===== config.mk =====
export PLATFORM = sky130hd
export DESIGN_NAME = rep_trig_gen
export DESIGN_NICKNAME = d
export VERILOG_FILES = /design/src/rtl/rep_trig_pkg.sv /design/src/rtl/rtg_rate_lut.sv /design/src/rtl/rtg_period_timer.sv /design/src/rtl/rtg_lfsr_gate.sv /design/src/rtl/rep_trig_gen.sv
export SDC_FILE = /design/constraint.sdc
export NUM_CORES = 1
export LEC_CHECK = 0
export BUFFER_PORTS_ARGS = -buffer_cell sky130_fd_sc_hd__clkbuf_2
export CAP_MARGIN = 5
export CORE_AREA = 2 2 122 124
export CTS_CLUSTER_DIAMETER = 100
export DETAILED_ROUTE_END_ITERATION = 7
export DIE_AREA = 0 0 124 126
export GPL_TIMING_DRIVEN = 0
export PLACE_DENSITY = 0.76
export SLEW_MARGIN = 20
export SYNTH_ARGS = -nofsm -noshare
export SYNTH_HDL_FRONTEND = slang
export SYNTH_SLANG_ARGS = --single-unit
export TNS_END_PERCENT = 50

===== constraint.sdc =====
create_clock -name clk_i -period 2.7 [get_ports clk_i]
set_input_delay 0.405 -clock clk_i [delete_from_list [all_inputs] [get_ports clk_i]]
set_output_delay 0.405 -clock clk_i [all_outputs]
set_load 0.02 [all_outputs]

===== src/rtl/rep_trig_pkg.sv =====
package rep_trig_pkg;
  localparam int CODE_W       = 5;
  localparam int ROW_W        = 3;
  localparam int NUM_CODES    = 1 << CODE_W;
  localparam int FE_DEC_SHIFT = 4;   // reset stream sits 10^4 below trigger
  localparam int LFSR_W       = 16;

  // row rates of the fastest trigger decade, Hz (row 1 breaks the pattern)
  function automatic longint unsigned row_rate_hz(input int row);
    case (row)
      0:       return 64'd600_000;
      1:       return 64'd60_000;
      2:       return 64'd300_000;
      3:       return 64'd200_000;
      4:       return 64'd150_000;
      5:       return 64'd120_000;
      6:       return 64'd100_000;
      default: return 64'd50_000;
    endcase
  endfunction

  function automatic longint unsigned pow10(input int e);
    longint unsigned v = 64'd1;
    for (int i = 0; i < e; i++) v = v * 64'd10;
    return v;
  endfunction

  // nearest-cycle period, at least one cycle
  function automatic longint unsigned period_cycles(input longint unsigned clk_hz,
                                                    input int code, input int extra_dec);
    longint unsigned r = row_rate_hz(code % (1 << ROW_W));
    longint unsigned n = clk_hz * pow10((code >> ROW_W) + extra_dec);
    longint unsigned p = (n + r / 2) / r;
    return (p == 0) ? 64'd1 : p;
  endfunction
endpackage


===== src/rtl/rtg_rate_lut.sv =====
module rtg_rate_lut
  import rep_trig_pkg::*;
#(
  parameter longint unsigned CLK_HZ = 40_000_000,
  parameter int EXTRA_DEC = 0,
  parameter int CNT_W = 34
) (
  input  logic [CODE_W-1:0] code_i,
  output logic [CNT_W-1:0]  period_o
);
  logic [CNT_W-1:0] tbl [NUM_CODES];

  for (genvar g = 0; g < NUM_CODES; g++) begin : g_ent
    localparam longint unsigned P = period_cycles(CLK_HZ, g, EXTRA_DEC);
    assign tbl[g] = CNT_W'(P);
  end

  assign period_o = tbl[code_i];
endmodule


===== src/rtl/rtg_period_timer.sv =====
module rtg_period_timer #(
  parameter int CNT_W = 34
) (
  input  logic             clk_i,
  input  logic             rst_ni,
  input  logic             en_i,
  input  logic             restart_i,
  input  logic [CNT_W-1:0] period_i,
  output logic             tick_o
);
  logic [CNT_W-1:0] cnt_q;

  always_ff @(posedge clk_i or negedge rst_ni) begin
    if (!rst_ni) begin
      cnt_q  <= '0;
      tick_o <= 1'b0;
    end else if (!en_i || restart_i) begin
      cnt_q  <= '0;
      tick_o <= 1'b0;
    end else if (cnt_q >= period_i - CNT_W'(1)) begin
      cnt_q  <= '0;
      tick_o <= 1'b1;
    end else begin
      cnt_q  <= cnt_q + CNT_W'(1);
      tick_o <= 1'b0;
    end
  end
endmodule


===== src/rtl/rtg_lfsr_gate.sv =====
module rtg_lfsr_gate
  import rep_trig_pkg::*;
#(
  parameter logic [LFSR_W-1:0] SEED = 16'hACE1,
  parameter logic [LFSR_W-1:0] TAPS = 16'hB400,  // x^16+x^14+x^13+x^11+1
  parameter int BIT_A = 3,
  parameter int BIT_B = 11
) (
  input  logic clk_i,
  input  logic rst_ni,
  input  logic adv_i,
  input  logic rand_en_i,
  output logic pass_o
);
  logic [LFSR_W-1:0] lfsr_q;

  always_ff @(posedge clk_i or negedge rst_ni) begin
    if (!rst_ni)    lfsr_q <= SEED;
    else if (adv_i) lfsr_q <= {lfsr_q[LFSR_W-2:0], ^(lfsr_q & TAPS)};
  end

  // both bits set: one grid point in four on average
  assign pass_o = !rand_en_i || (lfsr_q[BIT_A] && lfsr_q[BIT_B]);
endmodule


===== src/rtl/rep_trig_gen.sv =====
module rep_trig_gen
  import rep_trig_pkg::*;
#(
  parameter longint unsigned CLK_HZ = 40_000_000
) (
  input  logic              clk_i,
  input  logic              rst_ni,
  input  logic [CODE_W-1:0] trig_code_i,
  input  logic [CODE_W-1:0] fe_rst_code_i,
  input  logic              trig_en_i,
  input  logic              fe_rst_en_i,
  input  logic              rand_en_i,
  output logic              trig_o,
  output logic              fe_rst_o
);
  localparam int NUM_CH = 2;
  localparam int CNT_W  = $clog2(period_cycles(CLK_HZ, NUM_CODES - 1, FE_DEC_SHIFT) + 1);

  logic [NUM_CH-1:0][CODE_W-1:0] code, code_q;
  logic [NUM_CH-1:0][CNT_W-1:0]  period;
  logic [NUM_CH-1:0]             en, tick;
  logic                          pass;

  assign code = {fe_rst_code_i, trig_code_i};
  assign en   = {fe_rst_en_i, trig_en_i};

  always_ff @(posedge clk_i or negedge rst_ni) begin
    if (!rst_ni) code_q <= '0;
    else         code_q <= code;
  end

  for (genvar c = 0; c < NUM_CH; c++) begin : g_ch
    rtg_rate_lut #(
      .CLK_HZ   (CLK_HZ),
      .EXTRA_DEC(c * FE_DEC_SHIFT),
      .CNT_W    (CNT_W)
    ) u_lut (
      .code_i  (code[c]),
      .period_o(period[c])
    );

    rtg_period_timer #(.CNT_W(CNT_W)) u_tmr (
      .clk_i    (clk_i),
      .rst_ni   (rst_ni),
      .en_i     (en[c]),
      .restart_i(code[c] != code_q[c]),
      .period_i (period[c]),
      .tick_o   (tick[c])
    );
  end

  rtg_lfsr_gate u_rand (
    .clk_i    (clk_i),
    .rst_ni   (rst_ni),
    .adv_i    (tick[0]),
    .rand_en_i(rand_en_i),
    .pass_o   (pass)
  );

  assign trig_o   = tick[0] && pass;
  assign fe_rst_o = tick[1];
endmodule


# Word-level counts from Yosys, hierarchy flattened
# Memories as Yosys holds them, arrays and structs flattened.
# Cells that the tools add are included.
# word_totals
reg_bits	94
rom_bits	2112
word_cells	42
memories	2
# memory_table
memory	words	width	read_ports	rd_clocked_by_memory_dff	write_ports	line	rtl
(name not given)	32	33	1	0	0	rtg_rate_lut.sv:18	assign period_o = tbl[code_i];
(name not given)	32	33	1	0	0	rtg_rate_lut.sv:18	
# classes
n_addsub	4
magnitude_cmp	4
n_eq_ne	2
n_mux	12
bitwise	2
n_reduce_logical	9
# ops
cell	count
2-to-1 mux 33 bit	8
adder 33 x 1 -> 33 bit, second input constant	2
greater-or-equal comparator 33 bit	2
subtractor 33 x 1 -> 33 bit, second input constant	2
XOR reduction 16 bit	1
greater-or-equal comparator 6 bit, second input constant	2
NOT 5 -> 6 bit	2
inequality test 5 bit	2
2-to-1 mux 1 bit	4
logical NOT 1 bit	3
logical OR 1 bit	3
logical AND 1 bit	2

# Logic depth before layout (Yosys ltp)
# depth
ltp_word	8
depth_mapped	21
ltp_nobuf	16

# Modules after synthesis
# A second synthesis with hierarchy kept.
# unflattened
cells_unflattened	979
area_unflattened_um2	8863.5
# modules_own_cells
mod	instances	cells_each	area_per_inst_um2
rtg_period_timer (g_ch[1].u_tmr)	1	338	3201.8
rtg_period_timer (g_ch[0].u_tmr)	1	343	3030.4
rtg_rate_lut (g_ch[1].u_lut)	1	131	867.1
rtg_rate_lut (g_ch[0].u_lut)	1	102	716.9
rtg_lfsr_gate	1	40	683.2
rep_trig_gen	1	25	364.1

# Least setup slack after synthesis
# OpenSTA, ideal clock, no wires.
# synth_path
path_type	in2reg
start	input port trig_code_i[1]
end	register g_ch[0].u_tmr.cnt_q[10]
setup_time_ps	80
t_arrival_ps	4574
required_time_ps	2620
path_slack_ps	-1954
stages	18
path_cell_list	clkbuf_1 -> inv_1 -> ha_1 -> mux2_4 -> a32oi_1 -> o31a_1 -> nand4b_2 -> or4_4 -> a21boi_1 -> ha_1 -> a21o_1 -> a21o_1 -> a221o_1 -> a2111o_1 -> a211o_1 -> buf_6 -> buf_12 -> nor3_2
# synth_via
elab_chain_cells	8
word_cells_on_any_way	10
cone_classes	add/sub (1); order compare (1); eq/ne (1); mux (4); bitwise (1); reduce/logical (1); memory (1)
# synth_rtl
item	line	rtl
start: declaration	rep_trig_gen.sv:8	input logic [CODE_W-1:0] trig_code_i,
NOT 5 -> 6 bit (not written as such)	rtg_rate_lut.sv:18	
memory read (32 x 33 bit)	--	
2-to-1 mux 33 bit (not written as such) (2 in a row)	rtg_rate_lut.sv:18	
subtractor 33 x 1 -> 33 bit	rtg_period_timer.sv:20	end else if (cnt_q >= period_i - CNT_W'(1)) begin
greater-or-equal comparator 33 bit	rtg_period_timer.sv:20	
2-to-1 mux 33 bit	rtg_period_timer.sv:20	
2-to-1 mux 33 bit *	rtg_period_timer.sv:17	end else if (!en_i || restart_i) begin
end signal: assignment	rtg_period_timer.sv:24	cnt_q <= cnt_q + CNT_W'(1);
end: declaration	rtg_period_timer.sv:11	logic [CNT_W-1:0] cnt_q;
# Mark *: on every way between the ends. The rest lies on a longest branch, timed or not. The select of a mux whose other input is x is not followed.
# A chain may end at the register's enable or synchronous reset.

# Final worst setup path
# layout_path
start	input port trig_code_i[1]
end	register g_ch[0].u_tmr.cnt_q[1]
# Same word-level chain as after synthesis.

==> impl_results.md <==
* Status: finished with violations
* Failing checks: negative setup slack
* Area growth syn-to-layout at 24.1%
* HPWL Detailed at 15200 um
* Synth async-reset ratio at 1.00
* Met1 Usage GRT at 0.382
* Data required, critical path at 2990 ps
* Worst VDD drop at between 200 and 300 uV
* Int Pwr at 2450 uW
* Synth warn at 0
* Final wirelength at ~23000 um
* RSZ-0062 raised after global routing: yes
* Tightest Pin Transition at about 900 ps
* Worst setup margin at -1550 ps
* Die extent in x at between 100 and 150 um
* Residual DRC at 0
* Period Utilization, post-route at 1.57
* Commonest cells in the synthesized netlist: dfrtp_1, ha_1, nand2_1
* Logic pwr share at 0.250
* Cell Area, Placed at a little under 9000 um2
* CP arrival at 4540 ps
* #FFs+latches synth at 94
* Max-Cap Viols at 0
* Final net count at between 1000 and 1500
* Core area at 14300 um2
* Sw Ratio at 0.323
* Routed len/inst at 18.7 um
* # clock sinks at 94
* I/O pin cnt at 17
* Mapped Avg Cell Area at 8.77 um2
* Clock share of power at 0.358
* GRT Total Usage at 0.305
* Number of iterations in the first detailed-routing pass at 5
* Worst Clk Skew at between 7 and 8 ps
* Clk_lat worst skew at between 300 and 400 ps
* Setup-failing EPs final at just under 70
* Hold Crit Class: input port to register
* Cts bufs inserted at 9
* Filler Cell Count at between 1000 and 1500
* Cell area after layout at roughly 10000 um2
* Antenna viol nets, final at 0
* Via count at between 7000 and 8000
* Die area at 15600 um2
* Overflow after GRT at 0
* DRT iter0 DRCs at 768
* Synth top area share at 0.256
* Final core occ at 0.729
* Setup CP Type: input port to register
* Routing usage on met3 at 0.0399
* Yosys top cell by area: dfrtp_1
* GPL Wtd Cong at slightly below 1
* Met2 Usage GRT at 0.511
* Final Max Tran Viols at 0
* N_diodes at 0
* CTS H-tree lvls at 3
* Clk slew on worst S/H paths at roughly 70 ps
* Worst setup SP type: input port
* Die Ht at about 130 um
* Layout cell share with drive strength beyond 1 at 0.287
* Fin crit period at between 4000 and 5000 ps
* Vias in the first global route at approximately 7800
* Clock tree from TritonCTS: yes
* Seq pwr share at 0.392
* Fmax at between 0.2 and 0.25 GHz
* Sequential element share of the synthesized area at 0.281
* Yosys cell types at 80
* Worst-case clock buffer depth at 2
* Synth top area cells: dfrtp_1, ha_1, xnor2_1
* Post-Syn Instances at around 960
* P_sw at between 1000 and 1500 uW
* Crit-path max FO at 9
* Most frequent cell after synthesis: dfrtp_1
* Antenna violations before repair at 0
* Fin. Hold Viols at 0
* Sum Neg Setup Slack at -81220 ps
* I/O Buffers at 16
* Post-synth EDFFs at 0
* P_leak at around 0.0043 uW
* GRT Max-Usage Layer: met2
* Pre-CTS setup slack at -2750 ps
* DR vias/cell at approximately 6.3
* Row cnt at between 40 and 50
* Root Driver: clkbuf_16
* Synthesized cell area at 8410 um2
* Slew HR at 0.377
* Starting Density at 0.587
* Power Density at about 350 nW/um2
* Pin count of the biggest net entering global routing at just over 80
* CP Capture Type: register
* First-pass GRT wire length at between 30000 and 40000 um
* Prevailing post-synth register cell: dfrtp_1
-- worst max-delay path: stages --
cell and delay, ps:
clkbuf_16 110, clkbuf_16 130, inv_8 40, ha_4 180
buf_12 120, mux2i_4 200, nand2_1 120, nor3_2 190
o211ai_1 220, or4_4 570, a21boi_2 180, ha_1 290
a21o_1 160, a21o_1 180, a221o_1 340, a2111o_1 380
a211o_1 270, buf_6 160, buf_12 150, nor3_2 130
-- cell families after synthesis --
logic type	count (synthesis)	share of synthesized area
and+or+nand+nor	384	0.257
DFF	94	0.281
muxes	27	0.0384
other	1	0.000446
buffers and inverters	81	0.0481
AOI/OAI and AO/OA	194	0.153
adders and majority gates	80	0.119
xor gates and xnor gates	98	0.103
-- stage by stage --
stage | power [uW] | hold WS [ps] | instances
detailed placement | 2140 | 268 | 1165
floorplan | 1950 | 109 | 964
finish | 3620 | 168 | 1227
global route | 3770 | 173 | 1227
global placement | 2120 | 473 | 1164
CTS | 3580 | 164 | 1216
-- power by group through the flow --
stage	clock network, uW	logic [uW]	registers, uW
after global placement	0	678	1450
final	1300	903	1420
after global routing	1370	979	1420
after CTS	1320	837	1420
after floorplan	0	502	1450
after detailed placement	0	693	1450
-- final cells by class --
| cell class | instances | area (um2) | area share |
|---|---|---|---|
| sequential | 94 | 2360 | 0.226 |
| clock inverter | 7 | 67.6 | 0.00647 |
| inverter | 28 | 128 | 0.0122 |
| tap | 184 | 230 | 0.0221 |
| clock buffer | 9 | 225 | 0.0216 |
| multi-input combinational | 790 | 6380 | 0.612 |
| buffer | 51 | 442 | 0.0423 |
| timing repair buffer | 64 | 598 | 0.0573 |
-- per-layer routing --
| metal | wire length [um] | up-vias |
|---|---|---|
| met4 | 882 | 0 |
| met3 | 1290 | 75 |
| met1 | 9420 | 3677 |
| met2 | 11300 | 291 |
| li1 | - | 3638 |
| met5 | 0 | - |
-- placed cells by master (no fill, tap or decap), types with 32 or more instances in the layout --
cell / count
a21oi_1: 45
buf_4: 44
dfrtp_1: 86
ha_1: 69
nand2_1: 79
nand3_1: 34
nor2_1: 54
nor3_2: 57
o21ai_0: 32
xnor2_1: 52
xor2_1: 45
-- final timing paths --
path                                         startpoint                 endpoint  slack, ps  cells past startpoint
worst max-delay path                     trig_code_i[1]   g_ch[0].u_tmr.cnt_q[1]      -1550                     20
worst min-delay path                   fe_rst_code_i[3]                code_q[8]        170                      1
worst max register to register  g_ch[0].u_tmr.cnt_q[10]   g_ch[0].u_tmr.cnt_q[1]         90                      9
worst min register to register         u_rand.lfsr_q[1]         u_rand.lfsr_q[2]        500                      1
max in group asynchronous                        rst_ni        u_rand.lfsr_q[15]       1590                      3
min in group asynchronous                        rst_ni  g_ch[0].u_tmr.cnt_q[13]        440                      2
-- registers in the layout, summed over array words and instances (netlist names) --
signal             count
g_ch.u_tmr.cnt_q      66
code_q                10
u_rand.lfsr_q         16
g_ch.u_tmr.tick_o      2
-- timing repair --
action                                  CTS  global route
hold buffers                              1             0
buffers inserted                         32             9
pin swaps                                58             9
gates resized for setup                 154            43
gates cloned                              4             2
hold endpoints to repair                 14             0
endpoints found under the setup margin   68            68
Power figures use the tool's default switching activity.
